$ cat config.mk
export PLATFORM = sky130hd
export DESIGN_NAME = booth_pp_gen
export DESIGN_NICKNAME = d
export VERILOG_FILES = /design/src/rtl/booth_pkg.sv /design/src/rtl/booth_group_enc.sv /design/src/rtl/booth_row_sel.sv /design/src/rtl/booth_pp_gen.sv
export SDC_FILE = /design/constraint.sdc
export NUM_CORES = 1
export LEC_CHECK = 0
export BUFFER_PORTS_ARGS = -buffer_cell sky130_fd_sc_hd__clkbuf_2
export CAP_MARGIN = 20
export CORE_ASPECT_RATIO = 1.4
export CORE_MARGIN = 2
export CORE_UTILIZATION = 26
export CTS_BUF_LIST = sky130_fd_sc_hd__clkbuf_4 sky130_fd_sc_hd__clkbuf_8
export DETAILED_ROUTE_END_ITERATION = 6
export GPL_TIMING_DRIVEN = 1
export PLACE_DENSITY = 0.44
export SLEW_MARGIN = 20
export SYNTH_ARGS = -nofsm -noshare
export SYNTH_HDL_FRONTEND = slang
export SYNTH_SLANG_ARGS = --single-unit
$ cat constraint.sdc
create_clock -name clk -period 1.4 [get_ports clk]
set_clock_uncertainty 0.15 [all_clocks]
set_input_delay 0.07 -clock clk [delete_from_list [all_inputs] [get_ports clk]]
set_output_delay 0.07 -clock clk [all_outputs]
set_load 0.005 [all_outputs]
$ cat src/rtl/booth_pkg.sv
package booth_pkg;

  typedef struct packed {
    logic neg;
    logic one;
    logic two;
    logic zero;
  } booth_dec_t;

  localparam booth_dec_t DEC_IDLE = '{neg: 1'b0, one: 1'b0, two: 1'b0, zero: 1'b1};

endpackage

$ cat src/rtl/booth_group_enc.sv
module booth_group_enc
  import booth_pkg::*;
(
  input  logic [2:0]  trip,
  input  logic        active,
  output booth_dec_t  dec
);

  always_comb begin
    dec = DEC_IDLE;
    if (active) begin
      unique case (trip)
        3'b001, 3'b010: dec = '{neg: 1'b0, one: 1'b1, two: 1'b0, zero: 1'b0};
        3'b011:         dec = '{neg: 1'b0, one: 1'b0, two: 1'b1, zero: 1'b0};
        3'b100:         dec = '{neg: 1'b1, one: 1'b0, two: 1'b1, zero: 1'b0};
        3'b101, 3'b110: dec = '{neg: 1'b1, one: 1'b1, two: 1'b0, zero: 1'b0};
        default:        dec = DEC_IDLE;
      endcase
    end
  end

endmodule

$ cat src/rtl/booth_row_sel.sv
module booth_row_sel
  import booth_pkg::*;
#(
  parameter int W     = 16,
  parameter int PRODW = 32,
  parameter int SHIFT = 0
) (
  input  logic [W+1:0]     xext,
  input  booth_dec_t       dec,
  output logic [PRODW-1:0] row
);

  localparam int ROWW = W + 2;
  localparam int EXTW = PRODW - ROWW;

  logic [ROWW-1:0]  sel;
  logic [ROWW-1:0]  inv;
  logic [PRODW-1:0] sext;

  always_comb begin
    if (dec.one)      sel = xext;
    else if (dec.two) sel = {xext[W:0], 1'b0};
    else              sel = '0;
    inv  = dec.neg ? ~sel : sel;
    sext = {{EXTW{inv[ROWW-1]}}, inv};
    row  = sext << SHIFT;
  end

endmodule

$ cat src/rtl/booth_pp_gen.sv
module booth_pp_gen
  import booth_pkg::*;
#(
  parameter int W = 16
) (
  input  logic                         clk,
  input  logic                         rst,
  input  logic [W-1:0]                 mcand,
  input  logic [W-1:0]                 mplier,
  input  logic                         is_signed,
  output logic [(W/2+1)*(2*W)-1:0]     rows_o,
  output logic [W/2:0]                 neg_o,
  output logic [W/2:0]                 one_o,
  output logic [W/2:0]                 two_o,
  output logic [W/2:0]                 zero_o
);

  localparam int NGRP  = W/2 + 1;
  localparam int PRODW = 2*W;
  localparam int TOPG  = NGRP - 1;

  logic [W+1:0]            xext;
  logic [W+2:0]            yext;
  logic [1:0]              ytop;
  logic [NGRP*PRODW-1:0]   rows_d;
  booth_dec_t              dec [NGRP];

  always_comb begin
    ytop = is_signed ? {2{mplier[W-1]}} : 2'b00;
    yext = {ytop, mplier, 1'b0};
    xext = is_signed ? {{2{mcand[W-1]}}, mcand} : {2'b00, mcand};
  end

  for (genvar g = 0; g < NGRP; g++) begin : g_grp
    logic act;
    assign act = (g < TOPG) ? 1'b1 : ~is_signed;

    booth_group_enc u_enc (
      .trip   (yext[2*g+2:2*g]),
      .active (act),
      .dec    (dec[g])
    );

    booth_row_sel #(.W(W), .PRODW(PRODW), .SHIFT(2*g)) u_row (
      .xext (xext),
      .dec  (dec[g]),
      .row  (rows_d[g*PRODW +: PRODW])
    );

    always_ff @(posedge clk) begin
      if (rst) begin
        neg_o[g]  <= 1'b0;
        one_o[g]  <= 1'b0;
        two_o[g]  <= 1'b0;
        zero_o[g] <= 1'b1;
        rows_o[g*PRODW +: PRODW] <= '0;
      end else begin
        neg_o[g]  <= dec[g].neg;
        one_o[g]  <= dec[g].one;
        two_o[g]  <= dec[g].two;
        zero_o[g] <= dec[g].zero;
        rows_o[g*PRODW +: PRODW] <= rows_d[g*PRODW +: PRODW];
      end
    end

    // exactly one magnitude flag per group
    p_mag_onehot_r3: assert property (@(posedge clk) disable iff (rst)
      $onehot({one_o[g], two_o[g], zero_o[g]}));

    // a negative digit never has zero magnitude
    p_neg_nonnull_r4: assert property (@(posedge clk) disable iff (rst)
      neg_o[g] |-> !zero_o[g]);

    // null digit gives an all-zero row
    p_null_row_r6: assert property (@(posedge clk) disable iff (rst)
      zero_o[g] |-> (rows_o[g*PRODW +: PRODW] == '0));
  end

  // signed mode leaves the extra group idle
  p_top_idle_r7: assert property (@(posedge clk) disable iff (rst)
    (!$past(rst) && $past(is_signed)) |-> (zero_o[TOPG] && !neg_o[TOPG]));

  // the extra group never carries a negative digit
  p_top_nonneg_r8: assert property (@(posedge clk) disable iff (rst)
    !neg_o[TOPG]);

endmodule

# == Word level (Yosys, flattened, before mapping) ==
# Cells that the tools add are included.
# totals
reg_bits,268
in_bits,35
out_inout_bits,324
wordCells,169
# op_classes
n_eq_ne,51
n_mux,39
n_bitwise,9
reduce_logical,17
# op_table
operator,count
2-to-1 mux 18 bit,25
NOT 18 bit,8
case mux 4 bit (4 select lines),8
"equality test 3 bit, second input constant",24
"equality test 3 x 2 -> 1 bit, second input constant",16
2-to-1 mux 16 bit,3
OR reduction 2 bit,17
"equality test 3 x 1 -> 1 bit, second input constant",8
NOT 16 bit,1
case mux 4 bit (3 select lines),1
"equality test 2 bit, second input constant",2
2-to-1 mux 4 bit,1
"equality test 2 x 1 -> 1 bit, second input constant",1
2-to-1 mux 2 bit,1

# == Logic depth before layout (Yosys ltp) ==
# logic_depth
depth_word,9
ltp_mapped,6
depth_no_buf,3

# == Hierarchy ==
# From an unflattened synthesis, not the netlist that was laid out.
# unflattened
hier_cells,1831
area_unflattened_um2,17984.7
# modules_own_cells
module,n_inst,cells_each,area_per_inst_um2,seq_area_each_um2
booth_pp_gen,1,689,8747.1,6486.2
booth_row_sel at g_grp[1].u_row ...,7,117,919.6,0.0
booth_group_enc,9,11,116.4,0.0
booth_row_sel at g_grp[0].u_row,1,116,915.9,0.0
booth_row_sel at g_grp[8].u_row,1,108,837.1,0.0

# == Worst setup path before layout ==
# Ideal clock, no wire load.
# synth_timing
path_kind,input to register
from,in mplier[12]
to,reg rows_o[206]
setup_time_ns,0.132
t_arrival_ns,0.889
t_required_ns,1.118
slack_ns,0.229
cell_stages,6
path_buffers,3
cell_sequence,buf_2 and3b_1 buf_2 buf_2 mux2i_1 a21oi_1
# synth_between
elab_chain_len,7
word_cells_on_any_way,13
cone_classes,eq/ne: 6; mux: 4; bitwise: 1; reduce/logical: 2
# synth_rtl
item,line,source
start: declaration,booth_pp_gen.sv:9,"input logic [W-1:0] mplier,"
equality test 3 bit (tied with other cells),booth_group_enc.sv:12,unique case (trip)
OR reduction 2 bit,booth_group_enc.sv:12,
case mux 4 bit (4 select lines) *,booth_group_enc.sv:12,
2-to-1 mux 18 bit,booth_row_sel.sv:22,"else if (dec.two) sel = {xext[W:0], 1'b0};"
2-to-1 mux 18 bit,booth_row_sel.sv:21,if (dec.one) sel = xext;
NOT 18 bit,booth_row_sel.sv:24,inv = dec.neg ? ~sel : sel;
2-to-1 mux 18 bit *,booth_row_sel.sv:24,
end signal: indexed assignment,booth_pp_gen.sv:62,rows_o[g*PRODW +: PRODW] <= rows_d[g*PRODW +: PRODW];
end: declaration,booth_pp_gen.sv:11,"output logic [(W/2+1)*(2*W)-1:0] rows_o,"
# Every way passes the cells marked *; elsewhere a longest branch is shown, timed or not.
# A chain may end at the register's enable or synchronous reset.

# == Worst setup path after layout ==
# layout_timing
from,in mplier[7]
to,reg rows_o[152]
# The elaborated chain is that of the path after synthesis.

==> flow_metrics.env <==
export IMPL_clock_path_buffers=2
export IMPL_antenna_found_initial=1
export IMPL_synth_area_per_cell_um2=9.11
export IMPL_syn_area_um2=9980
export IMPL_grt_setup_unrepaired="no"
export IMPL_hp_start="mplier[2]"
export IMPL_synth_xor_area_share_pct=10.8
export IMPL_status="finished, final reports clean"
export IMPL_ys_seq_area_share_pct=39.1
export IMPL_synth_top_flop_cell="dfxtp_1"
export IMPL_switching_share_pct=31.2
export IMPL_pwr_share_clk_pct=29.6
export IMPL_drc=0
export IMPL_hold_end="rows_o[38]"
export IMPL_globalRouteTotalUtil_pct=16.2
export IMPL_grt_pass1_wl_mm=48.4
export IMPL_grt_overflow=0
export IMPL_layout_common_cells="281 x clkbuf_2, 189 x dfxtp_1, 130 x a21oi_1, 120 x mux2i_1, 114 x nand2_1"
export IMPL_final_nets=1412
export IMPL_dpl_worst_slack_ps=-103
export IMPL_drtPass1Iterations=4
export IMPL_ir_worst_vdd_v=0.000462
export IMPL_dieArea_um2=40000
export IMPL_synth_edff_count=0
export IMPL_root_buffer="clkbuf_8"
export IMPL_vias_per_cell=4.33
export IMPL_wire_per_inst_um=17.7
export IMPL_crit_type="in -> reg"
export IMPL_layout_drive_gt1_share_pct=31.2
export IMPL_synthAdderAreaFrac_pct=0
export IMPL_clk_pin_slew_ps=110
export IMPL_power_switching_mw=4.00
export IMPL_yosys_area_share_simple_pct=11.2
export IMPL_die_h_um=236
export IMPL_slew_violations=0
export IMPL_layout_area_overhead_vs_synth_pct=29.3
export IMPL_cp_arrival_ps=1620
export IMPL_setup_tns_ps=0
export IMPL_hpwl_mm=22.3
export IMPL_grt_pass1_vias=7833
export IMPL_ioPinCount=359
export IMPL_fmax_ghz=0.733
export IMPL_p_comb_share_pct=22.5
export IMPL_worst_hold_slack_ps=3.44
export IMPL_pwr_density_cell_nw_per_um2=993
export IMPL_antenna_left=0
export IMPL_slew_headroom_pct=61.0
export IMPL_gp_congestion=0.741
export IMPL_synth_compound_area_share_pct=10.4
export IMPL_fin_crit_ps=1360
export IMPL_die_x_um=170
export IMPL_coreArea_um2=37700
export IMPL_drt_initial_drc_count=356
export IMPL_finalWorstSetupSlack_ps=36.2
export IMPL_clock_sinks=195
export IMPL_hold_viol_final=0
export IMPL_synthMuxAreaShare_pct=12.0
export IMPL_vias=8065
export IMPL_hold_depth=5
export IMPL_finalNonFillerCells=1863
export IMPL_post_route_period_util_pct=97.4
export IMPL_p_int_mw=8.81
export IMPL_synth_top_area_cell="dfxtp_1"
export IMPL_start_util_pct=26.5
export IMPL_layout_commonest_cell="clkbuf_2"
export IMPL_routed_wl_mm=33.0
export IMPL_worstSetupStartpointType="primary input"
export IMPL_grt_start_max_net_pins=38
export IMPL_synth_area_leaders="dfxtp_1 39%, mux2i_1 12%, buf_4 12%"
export IMPL_cts_tree="done"
export IMPL_rows=84
export IMPL_worst_ep_required_time_ps=1660
export IMPL_maxCapViolations=0
export IMPL_async_reset_ff_share_pct=0
export IMPL_ys_types=45
export IMPL_power_leakage_nw=6.22
export IMPL_synth_top_family_by_area="buffers and inverters"
export IMPL_synth_seq_cells=195
export IMPL_yosys_warnings=0
export IMPL_synth_top_area_share_pct=39.1
export IMPL_dpl_cell_count=1769
export IMPL_worstMarginPinSlew_ps=586
export IMPL_critPathLaunch="mplier[7]"
export IMPL_hp_class="in -> reg"
export IMPL_finalSetupViolCount=0
export IMPL_cts_max_level=4
export IMPL_syn_inst=1096
export IMPL_numPortBuffers=285
export IMPL_cts_buffers_inserted=17
export IMPL_cp_max_fo=14
export IMPL_crit_path_end_kind="flip-flop"
export IMPL_power_total_mw=12.8
export IMPL_pwr_share_seq_pct=47.9
-- registers in the layout, indices dropped and copies added (netlist names) --
signal	flops
one_o	9
rows_o	160
two_o	8
neg_o	9
zero_o	9
-- through the flow --
step,util (%),cell area (um^2)
2_1_floorplan,-,10300
3_3_place_gp,31.4,11800
3_5_place_dp,31.4,11800
4_1_cts,34.1,12800
5_1_grt,34.2,12900
6_report,34.2,12900
-- worst max-delay path by stage --
stage / end / depth (start not counted)
floorplan: rows_o[206] / 6
global route: rows_o[172] / 6
detailed placement: rows_o[74] / 4
CTS: rows_o[119] / 6
finish: rows_o[152] / 6
global placement: rows_o[70] / 4
-- final cells by class --
cell class,instances,area (um^2)
clock buffer,18,248
timing repair buffer,434,3240
tap,473,592
fill,3912,24800
multi-input combinational,722,4720
antenna,1,2.50
inverter,7,26.3
sequential,195,3920
clock inverter,13,151
-- logic make-up (layout without fill, tap and decap cells) --
group | count (synthesis) | in the layout
buffers and inverters | 252 | 472
AND/OR/NAND/NOR | 230 | 230
flip-flops | 195 | 195
AO/OA/AOI/OAI | 181 | 181
multiplexers | 120 | 120
XOR/XNOR | 117 | 117
other | 1 | 75
-- layer usage --
| layer | part of all wire [%] | global-route usage, % | vias up | wire (um) |
|---|---|---|---|---|
| met1 | 42 | 19.4 | 3819 | 14000 |
| met5 | 0 | 0 | - | 0 |
| met2 | 51 | 29.1 | 281 | 16900 |
| met3 | 4.8 | 3.14 | 27 | 1580 |
| li1 | - | - | 3938 | - |
| met4 | 1.6 | 4.87 | 0 | 543 |
-- power by group through the flow --
stage	Sequential [mW]	Combinational (mW)	Clock [mW]
final	6.14	2.88	3.79
after global routing	6.18	3.18	4.19
after CTS	6.15	2.91	3.98
after detailed placement	6.28	2.74	0
after global placement	6.28	2.73	0
after floorplan	6.26	1.72	0
-- worst max-delay path, cell delays in order --
cell and delay (ps):
dlygate4sd3_1 540, buf_2 210, buf_4 220, and2_1 180, o21a_1 170, o221a_2 230
-- cell usage after synthesis (all sizes together), types with 2 or more instances --
library cell	instances
and3	2
dfxtp	195
nand3	3
nor3	9
xor2	114
inv	6
o21ai	8
xnor2	3
nor2	41
a31oi	4
o221a	5
a21oi	130
and2	21
mux2i	120
nand2	114
a22oi	15
and3b	7
o21a	5
or2	2
nor3b	9
o31ai	5
clkbuf	26
buf	219
or3	6
a2111oi	2
nand3b	3
nor2b	13
-- what timing repair did --
action / in CTS / in global routing
endpoints found under the setup margin: 60 / 25
resized for setup: 9 / 6
hold endpoints to repair: 176 / 20
pin swaps: 0 / 1
setup buffers: 0 / 0
hold buffers: 58 / 5
Power figures use the tool's default switching activity.
